**src/rtl/alu_pkg.sv**
```systemverilog
package alu_pkg;

    localparam int unsigned DATA_W = 32;
    localparam int unsigned CODE_W = 4;

    // Function codes (fixed encoding)
    localparam logic [CODE_W-1:0] FN_AND = 4'b0000;
    localparam logic [CODE_W-1:0] FN_OR  = 4'b0001;
    localparam logic [CODE_W-1:0] FN_ADD = 4'b0010;
    localparam logic [CODE_W-1:0] FN_SUB = 4'b0110;
    localparam logic [CODE_W-1:0] FN_SLT = 4'b0111;
    localparam logic [CODE_W-1:0] FN_NOR = 4'b1100;

    // Per-slice output selector
    typedef enum logic [1:0] {
        PICK_AND  = 2'd0,
        PICK_OR   = 2'd1,
        PICK_SUM  = 2'd2,
        PICK_LESS = 2'd3
    } pick_e;

    // Operation kind, drives the flag rules
    typedef enum logic [2:0] {
        KIND_LOGIC = 3'd0,
        KIND_ADD   = 3'd1,
        KIND_SUB   = 3'd2,
        KIND_CMP   = 3'd3,
        KIND_NONE  = 3'd4
    } kind_e;

    typedef struct packed {
        logic  inv_a;
        logic  inv_b;
        logic  carry_in;
        pick_e pick;
        kind_e kind;
    } slice_ctl_t;

endpackage

```
**src/rtl/alu_func_decode.sv**
```systemverilog
module alu_func_decode
    import alu_pkg::*;
#(
    parameter int unsigned CODE_WIDTH = CODE_W
) (
    input  logic [CODE_WIDTH-1:0] func_code,
    output slice_ctl_t            ctl
);

    always_comb begin
        ctl = '{inv_a: 1'b0, inv_b: 1'b0, carry_in: 1'b0,
                pick: PICK_LESS, kind: KIND_NONE};
        unique case (func_code)
            FN_AND: begin
                ctl.pick = PICK_AND;
                ctl.kind = KIND_LOGIC;
            end
            FN_OR: begin
                ctl.pick = PICK_OR;
                ctl.kind = KIND_LOGIC;
            end
            FN_NOR: begin
                ctl.inv_a = 1'b1;
                ctl.inv_b = 1'b1;
                ctl.pick  = PICK_AND;
                ctl.kind  = KIND_LOGIC;
            end
            FN_ADD: begin
                ctl.pick = PICK_SUM;
                ctl.kind = KIND_ADD;
            end
            FN_SUB: begin
                ctl.inv_b    = 1'b1;
                ctl.carry_in = 1'b1;
                ctl.pick     = PICK_SUM;
                ctl.kind     = KIND_SUB;
            end
            FN_SLT: begin
                ctl.inv_b    = 1'b1;
                ctl.carry_in = 1'b1;
                ctl.pick     = PICK_LESS;
                ctl.kind     = KIND_CMP;
            end
            default: begin
                // undefined code: the less path is held at 0, so the result is 0
                ctl.pick = PICK_LESS;
                ctl.kind = KIND_NONE;
            end
        endcase
    end

    // An inverted B must always come with an injected carry, except for NOR
    always_comb begin
        if (ctl.inv_b && ctl.kind != KIND_LOGIC)
            AST_SUB_CARRY_INJECT: assert (ctl.carry_in)
                else $error("subtract path without carry injection");
    end

endmodule

```
**src/rtl/alu_bit_slice.sv**
```systemverilog
module alu_bit_slice
    import alu_pkg::*;
(
    input  logic  a_bit,
    input  logic  b_bit,
    input  logic  inv_a,
    input  logic  inv_b,
    input  logic  c_in,
    input  logic  less_in,
    input  pick_e pick,
    output logic  b_eff,
    output logic  sum_bit,
    output logic  c_out,
    output logic  res_bit
);

    logic a_eff;

    always_comb begin
        a_eff   = a_bit ^ inv_a;
        b_eff   = b_bit ^ inv_b;
        sum_bit = a_eff ^ b_eff ^ c_in;
        c_out   = (a_eff & b_eff) | (a_eff & c_in) | (b_eff & c_in);
    end

    always_comb begin
        unique case (pick)
            PICK_AND:  res_bit = a_eff & b_eff;
            PICK_OR:   res_bit = a_eff | b_eff;
            PICK_SUM:  res_bit = sum_bit;
            PICK_LESS: res_bit = less_in;
            default:   res_bit = 1'b0;
        endcase
    end

endmodule

```
**src/rtl/alu_flag_unit.sv**
```systemverilog
module alu_flag_unit
    import alu_pkg::*;
#(
    parameter int unsigned WIDTH = DATA_W
) (
    input  kind_e            kind,
    input  logic             a_msb,
    input  logic             b_msb,
    input  logic             b_eff_msb,
    input  logic             sum_msb,
    input  logic             msb_carry,
    input  logic [WIDTH-1:0] result,
    output logic             cmp_bit,
    output logic             zero_flag,
    output logic             ovf_flag,
    output logic             carry_flag
);

    logic sign_ovf;
    logic arith;

    always_comb begin
        // same-sign addends whose sum changes sign
        sign_ovf   = (a_msb == b_eff_msb) && (sum_msb != a_msb);
        arith      = (kind == KIND_ADD) || (kind == KIND_SUB) || (kind == KIND_CMP);
        cmp_bit    = (kind == KIND_CMP) ? (sum_msb ^ sign_ovf) : 1'b0;
        ovf_flag   = ((kind == KIND_ADD) || (kind == KIND_SUB)) ? sign_ovf : 1'b0;
        carry_flag = arith ? msb_carry : 1'b0;
        zero_flag  = ~|result;
    end

    always_comb begin
        if (kind == KIND_SUB && ovf_flag)
            AST_SUB_OVF_SIGNS: assert ((a_msb != b_msb) && (sum_msb != a_msb))
                else $error("subtract overflow with inconsistent signs");
        if (kind == KIND_CMP)
            AST_CMP_NO_OVF: assert (!ovf_flag)
                else $error("compare reported overflow");
    end

endmodule

```
**src/rtl/alu_core_top.sv**
```systemverilog
module alu_core_top
    import alu_pkg::*;
#(
    parameter int unsigned WIDTH      = DATA_W,
    parameter int unsigned CODE_WIDTH = CODE_W
) (
    input  logic [WIDTH-1:0]      op_a,
    input  logic [WIDTH-1:0]      op_b,
    input  logic [CODE_WIDTH-1:0] func_sel,
    output logic [WIDTH-1:0]      result,
    output logic                  zero_flag,
    output logic                  ovf_flag,
    output logic                  carry_flag
);

    localparam int unsigned MSB = WIDTH - 1;

    slice_ctl_t       ctl;
    logic             carry [0:WIDTH];
    logic [WIDTH-1:0] sum_vec;
    logic [WIDTH-1:0] b_eff_vec;
    logic [WIDTH-1:0] res_vec;
    logic             cmp_bit;

    alu_func_decode #(.CODE_WIDTH(CODE_WIDTH)) u_decode (
        .func_code (func_sel),
        .ctl       (ctl)
    );

    assign carry[0] = ctl.carry_in;

    for (genvar i = 0; i < WIDTH; i++) begin : g_slice
        logic less_i;
        if (i == 0) begin : g_lsb
            assign less_i = cmp_bit;
        end else begin : g_upper
            assign less_i = 1'b0;
        end
        alu_bit_slice u_slice (
            .a_bit   (op_a[i]),
            .b_bit   (op_b[i]),
            .inv_a   (ctl.inv_a),
            .inv_b   (ctl.inv_b),
            .c_in    (carry[i]),
            .less_in (less_i),
            .pick    (ctl.pick),
            .b_eff   (b_eff_vec[i]),
            .sum_bit (sum_vec[i]),
            .c_out   (carry[i+1]),
            .res_bit (res_vec[i])
        );
    end

    alu_flag_unit #(.WIDTH(WIDTH)) u_flags (
        .kind       (ctl.kind),
        .a_msb      (op_a[MSB]),
        .b_msb      (op_b[MSB]),
        .b_eff_msb  (b_eff_vec[MSB]),
        .sum_msb    (sum_vec[MSB]),
        .msb_carry  (carry[WIDTH]),
        .result     (res_vec),
        .cmp_bit    (cmp_bit),
        .zero_flag  (zero_flag),
        .ovf_flag   (ovf_flag),
        .carry_flag (carry_flag)
    );

    assign result = res_vec;

    always_comb begin
        if (func_sel == FN_SLT)
            AST_CMP_UPPER_CLEAR: assert (result[MSB:1] == '0)
                else $error("compare result has upper bits set");
        if (func_sel == FN_AND || func_sel == FN_OR || func_sel == FN_NOR)
            AST_LOGIC_QUIET_FLAGS: assert (!ovf_flag && !carry_flag)
                else $error("logical code raised a flag");
        if (ctl.kind == KIND_NONE)
            AST_UNDEF_ZERO: assert (result == '0 && !ovf_flag && !carry_flag)
                else $error("undefined code produced output");
        if (func_sel == FN_ADD && ovf_flag)
            AST_ADD_OVF_SIGNS: assert ((op_a[MSB] == op_b[MSB]) && (result[MSB] != op_a[MSB]))
                else $error("add overflow with inconsistent signs");
        if (zero_flag)
            AST_ZERO_MEANS_CLEAR: assert (result == '0)
                else $error("zero flag with nonzero result");
    end

endmodule

```
**config.mk**
```make
export PLATFORM = sky130hd
export DESIGN_NAME = alu_core_top
export DESIGN_NICKNAME = d
export VERILOG_FILES = /design/src/rtl/alu_pkg.sv /design/src/rtl/alu_func_decode.sv /design/src/rtl/alu_bit_slice.sv /design/src/rtl/alu_flag_unit.sv /design/src/rtl/alu_core_top.sv
export SDC_FILE = /design/constraint.sdc
export NUM_CORES = 1
export LEC_CHECK = 0
export ABC_AREA = 0
export BUFFER_PORTS_ARGS = -buffer_cell sky130_fd_sc_hd__buf_2
export CAP_MARGIN = 10
export CELL_PAD_IN_SITES_DETAIL_PLACEMENT = 0
export CELL_PAD_IN_SITES_GLOBAL_PLACEMENT = 2
export CORE_ASPECT_RATIO = 0.5
export CORE_UTILIZATION = 32
export DETAILED_ROUTE_END_ITERATION = 8
export MAX_ROUTING_LAYER = met4
export PLACE_DENSITY = 0.82
export SLEW_MARGIN = 5
export SYNTH_ARGS = -nofsm -noshare
export SYNTH_HDL_FRONTEND = slang
export SYNTH_SLANG_ARGS = --single-unit
```
**constraint.sdc**
```tcl
create_clock -name vclk -period 35.1
set_input_delay 8.775 -clock vclk [all_inputs]
set_output_delay 8.775 -clock vclk [all_outputs]
set_load 0.03 [all_outputs]
```
==> flow_metrics.env <==
export IMPL_powerDensity_nw_per_um2=19.0
export IMPL_worst_slew_pin_slew_ns=0.847
export IMPL_hpwlAfterDp_um=9260
export IMPL_rsz0062_at_grt="false"
export IMPL_postSynthAreaPerCell_um2=8.13
export IMPL_path_depth=45
export IMPL_pwr_share_clk=0
export IMPL_timing_critical_path_from="func_sel[3]"
export IMPL_path_common_cell="fa_1"
export IMPL_worst_slack_ns=1.46
export IMPL_grt_overflow=0
export IMPL_hold_class="in -> out"
export IMPL_yosysUniqueCellTypes=55
export IMPL_critPathLaunchType="input port"
export IMPL_antenna_found_initial=0
export IMPL_ios=103
export IMPL_stdcell_count=685
export IMPL_post_drt_wl_per_cell_um=16.4
export IMPL_cp_required_ns=26.32
export IMPL_io_buffer_count=103
export IMPL_start_util=0.329
export IMPL_cpLargestDelayFamily="adder cells"
export IMPL_sequentialPowerShare=0
export IMPL_slew_viol_final=0
export IMPL_final_layout_size_suffix_gt1_frac=0.221
export IMPL_viasPerCell=4.80
export IMPL_cts_resized=0
export IMPL_post_route_util=0.359
export IMPL_place_congestion=0.866
export IMPL_worst_path_max_delay_cell="buf_2"
export IMPL_dr_pass1_iters=4
export IMPL_worstSetupPathType="in -> out"
export IMPL_period_share=0.958
export IMPL_dp_cells=685
export IMPL_slew_headroom=0.428
export IMPL_finalSetupViolations=0
export IMPL_p_switching_mw=0.0499
export IMPL_crit_path_end_kind="primary output"
export IMPL_tns_ns=0
export IMPL_cp_slowest_stage_delay_ns=0.62
export IMPL_grt_max_degree=48
export IMPL_syn_to_final_growth_pct=9.19
export IMPL_arrival_ns=24.87
export IMPL_pre_cts_ws_ns=1.48
export IMPL_nClkBuffers=0
export IMPL_vias=3287
export IMPL_n_sequential_cell=0
export IMPL_die_y_um=80
export IMPL_cp_max_fo=47
export IMPL_swShare=0.617
export IMPL_p_total_mw=0.0808
export IMPL_hold_buffers=0
export IMPL_internal_power_mw=0.0309
export IMPL_die_area_um2=12600
export IMPL_track_usage=0.185
export IMPL_synthCells=479
export IMPL_p_leak_nw=2.20
export IMPL_critPathCapture="zero_flag"
export IMPL_maxCapViolCount=0
export IMPL_path_buf_inv=3
export IMPL_synth_warning_count=0
export IMPL_hold_violations=0
export IMPL_status="complete, no violations"
export IMPL_place_area_um2=4250
export IMPL_postCtsSetupBuffers=0
export IMPL_finalWirelength_um=11300
export IMPL_diodes=0
export IMPL_drt_iter0_drc=181
export IMPL_grt_pass1_wl_um=17500
export IMPL_final_cell_area_um2=4250
export IMPL_synth_seq_area_share=0
export IMPL_holdWs_ns=18.01
export IMPL_comb_power_share=1.000
export IMPL_core_area_um2=11800
export IMPL_ant_nets=0
export IMPL_seqCellArea_um2=0
export IMPL_die_x_um=158
export IMPL_syn_area_um2=3890
export IMPL_fin_nets=686
export IMPL_vdd_drop_max_v=0.00000481
export IMPL_grt_pass1_vias=3192
export IMPL_drc=0
export IMPL_row_count=28
export IMPL_max_freq_mhz=29.7
export IMPL_synth_nets=643
export IMPL_period_needed_ns=33.64
-- final cells by class --
| type | instances | area (um2) |
|---|---|---|
| multi-input combinational | 345 | 3240 |
| fill | 1316 | 7590 |
| tap | 165 | 206 |
| timing repair buffer | 107 | 546 |
| inverter | 68 | 255 |
-- tightest hold or removal path: stages --
cell and delay, ns:
buf_2 0.14, nand3_1 0.07, a21oi_1 0.07, buf_2 0.18
-- cell usage after synthesis, drive strengths merged (3+ instances only) --
master	n	area [um2]
a2bb2oi	4	35.0
ha	64	801
a2111oi	5	43.8
o22a	4	35.0
buf	60	393
xnor2	33	289
o22ai	7	43.8
nand2	29	109
o21a	13	97.6
mux2	3	33.8
xor2	32	280
nor3	9	45.0
nor4	8	56.3
o31ai	3	22.5
inv	68	255
clkbuf	6	22.5
o311ai	8	70.1
a2111o	8	90.1
or3	5	31.3
fa	32	641
nor2	19	71.3
nor2b	3	18.8
nor4b	4	35.0
a22oi	3	22.5
o21ai	9	45.0
a21oi	6	30.0
-- power by group through the flow --
| stage | clock [mW] | combinational [mW] | sequential [mW] |
|---|---|---|---|
| 2_1_floorplan | 0 | 0.0621 | 0 |
| 3_3_place_gp | 0 | 0.0805 | 0 |
| 3_5_place_dp | 0 | 0.0807 | 0 |
| 4_1_cts | 0 | 0.0813 | 0 |
| 5_1_grt | 0 | 0.0905 | 0 |
| 6_report | 0 | 0.0808 | 0 |
-- cells by family (layout without fill, tap and decap cells) --
logic type,count (synthesis),after routing,synth area share
buffers and inverters,134,175,0.172
adders and majority gates,96,96,0.370
and+or+nand+nor,94,94,0.128
AOI/OAI and AO/OA,86,86,0.172
xor gates and xnor gates,65,65,0.146
muxes,4,4,0.0112
-- cells in the final DEF, fill, tap and decap left out, types with 3 or more instances in the layout --
cell,netlist,final
o21a_1,13,13
a21oi_1,6,6
a2bb2oi_1,4,4
or3_1,5,5
buf_2,23,103
nor3_1,9,8
nor4_1,7,7
o311ai_1,3,3
mux2_2,3,3
ha_1,64,64
xor2_1,32,32
a2111oi_0,5,5
nor2_1,19,19
o311ai_0,5,5
inv_1,68,68
a2111o_1,8,8
o21ai_0,8,8
nor2b_1,3,3
a22oi_1,3,3
o31ai_1,3,3
fa_1,32,32
nand2_1,29,29
xnor2_1,33,33
o22ai_1,7,7
nor4b_1,4,4
o22a_1,4,4
buf_4,33,4
-- worst min path at each step --
stage             start        to  slack, ns  cells past startpoint
3_5_place_dp   op_a[31]  ovf_flag      18.02                      4
3_3_place_gp   op_a[31]  ovf_flag      18.04                      4
2_1_floorplan  op_a[31]  ovf_flag      17.79                      2
5_1_grt        op_a[31]  ovf_flag      18.04                      4
6_report       op_a[31]  ovf_flag      18.01                      4
4_1_cts        op_a[31]  ovf_flag      18.02                      4
-- routing by layer --
layer  share of wire  vias to the layer above  track usage  routed length [um]
li1                -                     1623            -                   -
met1            0.54                     1575        0.292                6030
met2            0.41                       87        0.270                4620
met3           0.050                        2      0.00489                 564
met4          0.0037                        0      0.00577                  42
met5               0                        -            -                   0
Power figures use the tool's default switching activity.
